<file path="src/rtl/ivt_pkg.sv">
package ivt_pkg;
    typedef enum logic [1:0] {
        ST_IDLE   = 2'd0,
        ST_COUNT  = 2'd1,
        ST_RELOAD = 2'd2
    } ivt_state_e;
endpackage

</file>
<file path="src/rtl/ivt_edge_sync.sv">
module ivt_edge_sync #(
    parameter int STAGES = 2
) (
    input  logic clk,
    input  logic rst_n,
    input  logic lvl_i,
    output logic fall_o,
    output logic rise_o
);
    localparam int PIPE_W = STAGES + 1;

    logic [PIPE_W-1:0] pipe_q;

    always_ff @(posedge clk or negedge rst_n) begin
        if (!rst_n) pipe_q <= '0;
        else        pipe_q <= {pipe_q[PIPE_W-2:0], lvl_i};
    end

    // pipe_q[STAGES-1] is the synchronized level, pipe_q[STAGES] its previous value
    assign fall_o =  pipe_q[STAGES] & ~pipe_q[STAGES-1];
    assign rise_o = ~pipe_q[STAGES] &  pipe_q[STAGES-1];
endmodule

</file>
<file path="src/rtl/ivt_core.sv">
module ivt_core
    import ivt_pkg::*;
#(
    parameter int CNT_W = 8
) (
    input  logic             clk,
    input  logic             rst_n,
    input  logic             fall_i,
    input  logic             rise_i,
    input  logic             start_i,
    input  logic             stop_i,
    input  logic             oneshot_i,
    input  logic [CNT_W-1:0] reload_i,
    output logic [CNT_W-1:0] count_o,
    output logic             irq_o,
    output logic             tgl_o,
    output ivt_state_e       state_o
);
    ivt_state_e       state_q, state_d;
    logic [CNT_W-1:0] count_q, shadow_q;
    logic             irq_q, tgl_q;
    logic             hit;

    assign hit = (state_q == ST_COUNT) && fall_i && !stop_i && (count_q == '0);

    // state register
    always_ff @(posedge clk or negedge rst_n) begin
        if (!rst_n) state_q <= ST_IDLE;
        else        state_q <= state_d;
    end

    // transitions: Start, Underflow, Commit, Halt
    always_comb begin
        state_d = state_q;
        unique case (state_q)
            ST_IDLE:   if (start_i) state_d = ST_COUNT;
            ST_COUNT: begin
                if (stop_i)   state_d = ST_IDLE;
                else if (hit) state_d = oneshot_i ? ST_IDLE : ST_RELOAD;
            end
            ST_RELOAD: begin
                if (stop_i)      state_d = ST_IDLE;
                else if (rise_i) state_d = ST_COUNT;
            end
            default:   state_d = ST_IDLE;
        endcase
    end

    // outputs and datapath
    always_ff @(posedge clk or negedge rst_n) begin
        if (!rst_n) begin
            count_q  <= '0;
            shadow_q <= '0;
            irq_q    <= 1'b0;
            tgl_q    <= 1'b0;
        end else begin
            irq_q <= hit;
            if (hit) tgl_q <= ~tgl_q;
            unique case (state_q)
                ST_IDLE: if (start_i) count_q <= reload_i;
                ST_COUNT: begin
                    if (!stop_i && fall_i) begin
                        if (count_q == '0) shadow_q <= reload_i;
                        else               count_q  <= count_q - CNT_W'(1);
                    end
                end
                ST_RELOAD: if (!stop_i && rise_i) count_q <= shadow_q;
                default: ;
            endcase
        end
    end

    assign count_o = count_q;
    assign irq_o   = irq_q;
    assign tgl_o   = tgl_q;
    assign state_o = state_q;
endmodule

</file>
<file path="src/rtl/ivtimer.sv">
module ivtimer
    import ivt_pkg::*;
#(
    parameter int CNT_W       = 8,
    parameter int SYNC_STAGES = 2
) (
    input  logic             clk,
    input  logic             rst_n,
    input  logic             src_fast_i,
    input  logic             src_slow_i,
    input  logic             reload_we_i,
    input  logic [CNT_W-1:0] reload_data_i,
    input  logic             ctrl_we_i,
    input  logic             ctrl_run_i,
    input  logic             ctrl_oneshot_i,
    input  logic             ctrl_src_i,
    input  logic             ctrl_oe_i,
    output logic [CNT_W-1:0] count_o,
    output logic             running_o,
    output logic             irq_o,
    output logic             tout_o
);
    localparam int NUM_SRC = 2;

    logic [NUM_SRC-1:0] src_lvl, src_fall, src_rise;
    logic [CNT_W-1:0]   reload_q;
    logic               oneshot_q, src_q, oe_q, tgl;
    ivt_state_e         core_state;

    assign src_lvl = {src_slow_i, src_fast_i};

    for (genvar g = 0; g < NUM_SRC; g++) begin : g_src
        ivt_edge_sync #(.STAGES(SYNC_STAGES)) u_sync (
            .clk    (clk),
            .rst_n  (rst_n),
            .lvl_i  (src_lvl[g]),
            .fall_o (src_fall[g]),
            .rise_o (src_rise[g])
        );
    end

    always_ff @(posedge clk or negedge rst_n) begin
        if (!rst_n) begin
            reload_q  <= '0;
            oneshot_q <= 1'b0;
            src_q     <= 1'b0;
            oe_q      <= 1'b0;
        end else begin
            if (reload_we_i) reload_q <= reload_data_i;
            if (ctrl_we_i) begin
                oneshot_q <= ctrl_oneshot_i;
                src_q     <= ctrl_src_i;
                oe_q      <= ctrl_oe_i;
            end
        end
    end

    ivt_core #(.CNT_W(CNT_W)) u_core (
        .clk       (clk),
        .rst_n     (rst_n),
        .fall_i    (src_fall[src_q]),
        .rise_i    (src_rise[src_q]),
        .start_i   (ctrl_we_i & ctrl_run_i),
        .stop_i    (ctrl_we_i & ~ctrl_run_i),
        .oneshot_i (oneshot_q),
        .reload_i  (reload_q),
        .count_o   (count_o),
        .irq_o     (irq_o),
        .tgl_o     (tgl),
        .state_o   (core_state)
    );

    assign running_o = (core_state != ST_IDLE);
    assign tout_o    = oe_q & tgl;
endmodule

</file>
<file path="config.mk">
export PLATFORM = sky130hd
export DESIGN_NAME = ivtimer
export DESIGN_NICKNAME = d
export VERILOG_FILES = /design/src/rtl/ivt_pkg.sv /design/src/rtl/ivt_edge_sync.sv /design/src/rtl/ivt_core.sv /design/src/rtl/ivtimer.sv
export SDC_FILE = /design/constraint.sdc
export NUM_CORES = 1
export LEC_CHECK = 0
export BUFFER_PORTS_ARGS = -buffer_cell sky130_fd_sc_hd__buf_2
export CORE_MARGIN = 4
export CORE_UTILIZATION = 25
export CTS_BUF_LIST = sky130_fd_sc_hd__clkbuf_2
export DETAILED_ROUTE_END_ITERATION = 7
export GPL_TIMING_DRIVEN = 1
export PLACE_DENSITY = 0.4
export SYNTH_ARGS = -nofsm -noshare
export SYNTH_HDL_FRONTEND = slang
export SYNTH_SLANG_ARGS = --single-unit
</file>
<file path="constraint.sdc">
create_clock -name clk -period 2.9 [get_ports clk]
set_input_delay 0.29 -clock clk [delete_from_list [all_inputs] [get_ports clk]]
set_output_delay 0.29 -clock clk [all_outputs]
set_load 0.03 [all_outputs]
</file>
# Word-level counts from Yosys, hierarchy flattened
# Index checks and enable logic that the tools add are counted.
[totals] word_cells=63 register_bits=37 out_inout_bits=11 in_bits=18
[classes] n_reduce_logical=13 n_addsub=1 n_lt_le_gt_ge=1 eq_ne=8 bitwise=13 muxes=16
[ops] op="8-bit 2-to-1 mux" count=4
[ops] op="8-bit one-hot mux with 3 select lines" count=1
[ops] op="2-bit 2-to-1 mux" count=6
[ops] op="8-bit logical NOT" count=1
[ops] op="8-bit by 1-bit subtractor with 8-bit output (second input constant)" count=1
[ops] op="1-bit AND" count=7
[ops] op="3-bit by 1-bit inequality test with 1-bit output (second input constant)" count=2
[ops] op="1-bit inverter" count=6
[ops] op="2-bit one-hot mux with 3 select lines" count=1
[ops] op="3-bit AND reduction" count=2
[ops] op="1-bit logical AND" count=5
[ops] op="5-bit AND reduction" count=1
[ops] op="1-bit 2-to-1 mux" count=4
[ops] op="2-bit by 1-bit inequality test with 1-bit output (second input constant)" count=2
[ops] op="2-bit inequality test (second input constant)" count=2
[ops] op="3-bit nonzero test" count=1
[ops] op="2-bit by 1-bit == test with 1-bit output (second input constant)" count=1
[ops] op="2-bit == test (second input constant)" count=1
[ops] op="2-bit logical NOT" count=1
[ops] op="1-bit by 2-bit < comparator with 1-bit output (second input constant)" count=1
[ops] op="2-bit nonzero test" count=1
[ops] op="1-bit logical NOT" count=1

# Longest topological paths before layout
[logic_depth] depth_word=10 ltp_mapped=7 mapped_depth_nobuf=7

# By module
# A second synthesis with hierarchy kept.
[hier_totals] cells_unflattened=164 area_unflattened_um2=1905.6
[modules_own_cells] mod="ivt_core" seq_area_each_um2=500.5 area_each_um2=1237.4 cells_per_inst=125 n_inst=1
[modules_own_cells] mod="ivtimer" seq_area_each_um2=275.3 area_each_um2=488.0 cells_per_inst=29 n_inst=1
[modules_own_cells] mod="ivt_edge_sync" seq_area_each_um2=75.1 area_each_um2=90.1 cells_per_inst=5 n_inst=2

# Least setup slack after synthesis
# Ideal clock, no wire load.
[synth_path] kind="flip-flop to flip-flop" startpoint="register u_core.count_q[0], in the netlist u_core.count_o[0]" endpoint="register u_core.state_q[0], in the netlist u_core.state_o[0]" n_path_buf=0 arrival_time_ns=1.867 path_stages_with_launch=8 required_ns=2.772 path_slack_ns=0.905 synth_period_minus_slack_ns=1.995 setup_ns=0.128 cell_sequence="dfrtp_1 -> inv_1 -> ha_1 -> nor4b_4 -> o211ai_2 -> nor2b_4 -> nor3_4 -> mux2_1"
[synth_between] elab_chain_len=4
[synth_rtl] element="start, declared" line_no="ivt_core.sv:20" text="logic [CNT_W-1:0] count_q, shadow_q;"
[synth_rtl] element="start signal, assigned" line_no="ivt_core.sv:60" text="ST_IDLE: if (start_i) count_q <= reload_i;"
[synth_rtl] element="start signal, assigned" line_no="ivt_core.sv:64" text="else count_q <= count_q - CNT_W'(1);"
[synth_rtl] element="start signal, assigned" line_no="ivt_core.sv:67" text="ST_RELOAD: if (!stop_i && rise_i) count_q <= shadow_q;"
[synth_rtl] element="8-bit logical NOT" line_no="ivt_core.sv:24" text="assign hit = (state_q == ST_COUNT) && fall_i && !stop_i && (count_q == '0);"
[synth_rtl] element="1-bit logical AND" line_no="ivt_core.sv:24"
[synth_rtl] element="3-bit by 1-bit inequality test with 1-bit output (no line)"
[synth_rtl] element="3-bit AND reduction (no line)"
[synth_rtl] element="end signal, assigned" line_no="ivt_core.sv:29" text="else state_q <= state_d;"
[synth_rtl] element="end, declared" line_no="ivt_core.sv:19" text="ivt_state_e state_q, state_d;"
# No other way between the ends.
# A chain may end at the register's enable or synchronous reset.

# Worst setup path in the final report
[layout_path] startpoint="register u_core.state_q[0], in the netlist u_core.state_o[0]" endpoint="register u_core.count_q[5], in the netlist u_core.count_o[5]"
[layout_between] elab_chain_len=3 elab_cells_between_ends=10 cone_classes="6 x eq/ne; 1 x mux; 3 x reduce/logical"
[layout_rtl] element="2-bit by 1-bit == test with 1-bit output (tied with other cells)" line_no="ivt_core.sv:59" text="unique case (state_q)"
[layout_rtl] element="2-bit inequality test (no line) (tied with other cells)"
[layout_rtl] element="5-bit AND reduction (no line)"
# Parallel ways exist; a longest one is shown, timed or not.

==> out/results.env <==
RUN_STATUS='complete, no violations'
FIN_CRIT_SH_PCT=75.8
SYNTHESIS.INSTANCES=162
FINAL_PERIOD_MINUS_WORST_SETUP_SLACK_NS=2.20
YS_SEQ_AREA_SHARE_PCT=49.4
SYNTH-ASYNC-RESET-RATIO_PCT=100
CELL_AREA_AFTER_SYNTHESIS_UM2=1870
ROUTE.VIAS.TOTAL=1289
WL_UM=4090
GRT_PASS1_VIAS=1374
SYNTH-SEQ-CELLS=37
SYN_TO_FINAL_GROWTH_PCT=16.4
RELSLEWSLACK_PCT=44.0
NETLIST_CELL_TYPES=41
HOLD_PATH.STARTPOINT='ctrl_src_i'
FIN_WORST_HOLD_SLACK_NS=0.110
SYNTH_NETS=185
INITIAL_CORE_UTIL_PCT=25.8
CTS-BUFFERS-INSERTED=5
POST-PLACE-CELLS=284
PLACEABLECOREAREA_UM2=7250
FINALCLOCKSKEW_NS=0.0137
IRDROPWORSTVDD_uV=242
BOUNDARYPINS=29
CTS.CLK_SLEW.WORST_PATHS_NS=0.18
POSTSYNTH.TOPFLOPCELL='sky130_fd_sc_hd__dfrtp_1'
SETUP_SLACK_OF_THE_CRITICAL_PATH_AFTER_LAYOUT_NS=0.703
YOSYS.AREA.TOP_TYPE_SHARE_PCT=49.4
FIRSTDRTPASSITERS=4
COMBPWRFRAC_PCT=50.2
CELLLEAKAGEPOWER_nW=1.01
HP-CLASS='in -> reg'
NETSWITCHINGFRACTION_PCT=45.3
FINAL.FILL_COUNT=788
TIMING.SETUP.CRITICAL_PATH_CLASS='reg -> reg'
BUSIEST_LAYER='met2'
DP_HPWL_UM=2890
WORSTSETUPENDPOINTTYPE='flop'
FRACTION_OF_POWER_CONSUMED_BY_THE_CLOCK_NETWORK_PCT=11.2
PLACE_WORST_SETUP_SLACK_NS=0.722
SEQPWRFRAC_PCT=38.6
GR-TOTAL-OVERFLOW=0
DRV_SLEW=0
MULTI_INPUT_AREA_UM2=887
FINALWEIGHTEDCONGESTION=0.725
GLOBALROUTEMET2UTIL_PCT=15.2
ANTENNA_VIOLATIONS_BEFORE_REPAIR=0
FINAL_LAYOUT_SIZE_SUFFIX_GT1_SHARE_PCT=32.8
POST_SYNTH_EDFFS=0
YS_TOP_CELLS_BY_COUNT='sky130_fd_sc_hd__dfrtp_1, sky130_fd_sc_hd__mux2_2, sky130_fd_sc_hd__inv_1'
MAX_FREQ_MHz=455
TIMING_WORST_SLEW_PIN_VALUE_NS=0.839
WIRE_PER_INST_UM=13.9
DIE_WIDTH_UM=94.6
DIE_AREA_UM2=8950
FINAL_NETS=218
DIE_HEIGHT_UM=94.6
POST_LAYOUT_NONFILLER_INSTANCES=294
FINAL_HOLD_VIOL_COUNT=0
HOLDBUFCOUNTCTS=3
SYN_AREA_PER_CELL_UM2=11.6
CLOCKBUFFERDEPTH=2
CLOCK_SINK_COUNT=37
YS.WARNINGS.COUNT=0
ROWS=31
CTS_POST_SETUP_BUFFERS_INSERTED=0
REGAREA_UM2=926
GRT_MAX_DEGREE=38
GR-USAGE-ALL-LAYERS_PCT=9.85
MET1_USAGE_PCT=13.4
YOSYSTOPAREACELL='sky130_fd_sc_hd__dfrtp_1'
CLKLATENCYLATEPIN_NS=0.37
SYNTH.MOST_COMMON_CELL='sky130_fd_sc_hd__dfrtp_1'
POWERDENSITY_nW_PER_UM2=911
REG2REG_FROM='u_core.state_o[0]'
ANT_NETS=0
P_INT_W=0.00109
CTS-RESIZED-GATES=0
WORSTPATHARRIVAL_NS=2.48
NETSWITCHINGPOWER_W=0.000901
USE_MET3_PCT=2.63
INSERTEDDIODECOUNT=0
H_TREE_DEPTH=2
GRT_SETUP_UNREPAIRED='false'
CRITICAL_PATH_REQUIRED_NS=3.18
DRT-VIAS-PER-INSTANCE=4.38
CRITICAL_PATH_PEAK_FANOUT=14
CRIT_START_CATEGORY='flop'
TRITONCTS='yes'
MAX_CAP_VIOLATIONS=0
CRITPATHLAUNCH='u_core.state_o[0]'
CTS.ROOT.BUFFER_CELL='sky130_fd_sc_hd__clkbuf_2'
TIMING.FINAL.SETUP_VIOLATIONS=0
DETAILEDROUTE.FIRSTITERATIONVIOLATIONS=41
PORT-BUFFER-COUNT=28
YS_TOP_CELLS_BY_AREA='sky130_fd_sc_hd__dfrtp_1, sky130_fd_sc_hd__mux2_2, sky130_fd_sc_hd__ha_1, sky130_fd_sc_hd__inv_1, sky130_fd_sc_hd__a21oi_1'
GRT_FIRST_PASS_WIRELENGTH_UM=6760
FINALSETUPTNS_NS=0
DRT_DRC_VIOLATIONS_LEFT=0
## path summary, 6_finish.rpt
check,slack [ns],cells past startpoint,endpoint
worst max-delay path,0.70,7,u_core.count_o[5]
worst min-delay path,0.11,3,src_q
worst max register to register,0.70,7,u_core.count_o[5]
worst min register to register,0.37,0,g_src[1].u_sync.pipe_q[1]
max in group asynchronous,1.83,2,u_core.count_o[6]
min in group asynchronous,0.53,2,oneshot_q
## metal layers
layer	vias up	routed length, um
met4	0	34
met3	5	190
met2	30	1850
li1	643	-
met1	611	2020
met5	-	0
## through the flow
step                cell area (um2)  utilization [%]  total power [W]
CTS                            2180             30.1          0.00203
floorplan                      1870                -          0.00152
finish                         2180             30.1          0.00199
global placement               2120             29.2          0.00179
global route                   2180             30.1          0.00217
detailed placement             2120             29.2          0.00179
## cell families (layout without fill, tap and decap cells)
group / after synthesis / in the layout / synth area share, %
and+or+nand+nor: 41 / 41 / 14.9
AOI/OAI and AO/OA: 34 / 34 / 12.4
adders and majority gates: 5 / 5 / 3.34
buffers and inverters: 16 / 49 / 3.27
DFF: 37 / 37 / 49.4
xor gates and xnor gates: 4 / 4 / 1.87
muxes: 25 / 25 / 14.8
## cells in the final DEF (no fill, tap or decap), types with 3 or more instances in the layout
| cell type | count |
|---|---|
| sky130_fd_sc_hd__a22oi_1 | 3 |
| sky130_fd_sc_hd__a21oi_1 | 7 |
| sky130_fd_sc_hd__inv_1 | 11 |
| sky130_fd_sc_hd__nor2_1 | 7 |
| sky130_fd_sc_hd__xor2_1 | 4 |
| sky130_fd_sc_hd__ha_1 | 5 |
| sky130_fd_sc_hd__o21ai_0 | 7 |
| sky130_fd_sc_hd__mux2i_1 | 3 |
| sky130_fd_sc_hd__buf_2 | 28 |
| sky130_fd_sc_hd__clkbuf_2 | 6 |
| sky130_fd_sc_hd__a31oi_1 | 4 |
| sky130_fd_sc_hd__dlygate4sd3_1 | 3 |
| sky130_fd_sc_hd__mux2_2 | 19 |
| sky130_fd_sc_hd__nand2_1 | 9 |
| sky130_fd_sc_hd__nor3b_1 | 3 |
| sky130_fd_sc_hd__mux2_1 | 3 |
| sky130_fd_sc_hd__dfrtp_1 | 37 |
## worst max-delay path, stage by stage (launching register included)
cell and delay, ns:
sky130_fd_sc_hd__dfrtp_1 0.44, sky130_fd_sc_hd__inv_1 0.08, sky130_fd_sc_hd__ha_1 0.40, sky130_fd_sc_hd__nor3b_1 0.25, sky130_fd_sc_hd__o21ai_0 0.10, sky130_fd_sc_hd__o21a_1 0.19
sky130_fd_sc_hd__or3_1 0.41, sky130_fd_sc_hd__a22o_1 0.24
## state kept, by name, summed over array words and instances, names as in the netlist
signal,flops
g_src.u_sync.pipe_q,6
src_q,1
u_core.tgl_o,1
reload_q,8
u_core.irq_o,1
u_core.state_o,2
oneshot_q,1
u_core.count_o,8
oe_q,1
u_core.shadow_q,8
## final cells by class
cell class              count  area share, %
inverters                  11           1.89
flip-flops and latches     37           42.4
clock inverters             1          0.172
clock buffers               6           1.38
well taps                  99           5.68
repair buffers             31           7.80
multi-input cells         109           40.7
## power by group through the flow
stage                     clock network, W  logic (W)  registers [W]
after floorplan                          0   0.000663       0.000859
after global placement                   0    0.00100       0.000787
after detailed placement                 0    0.00100       0.000786
after CTS                         0.000245    0.00101       0.000775
after global routing              0.000265    0.00111       0.000790
final                             0.000222   0.000999       0.000768
(Power assumes the default switching activity.)
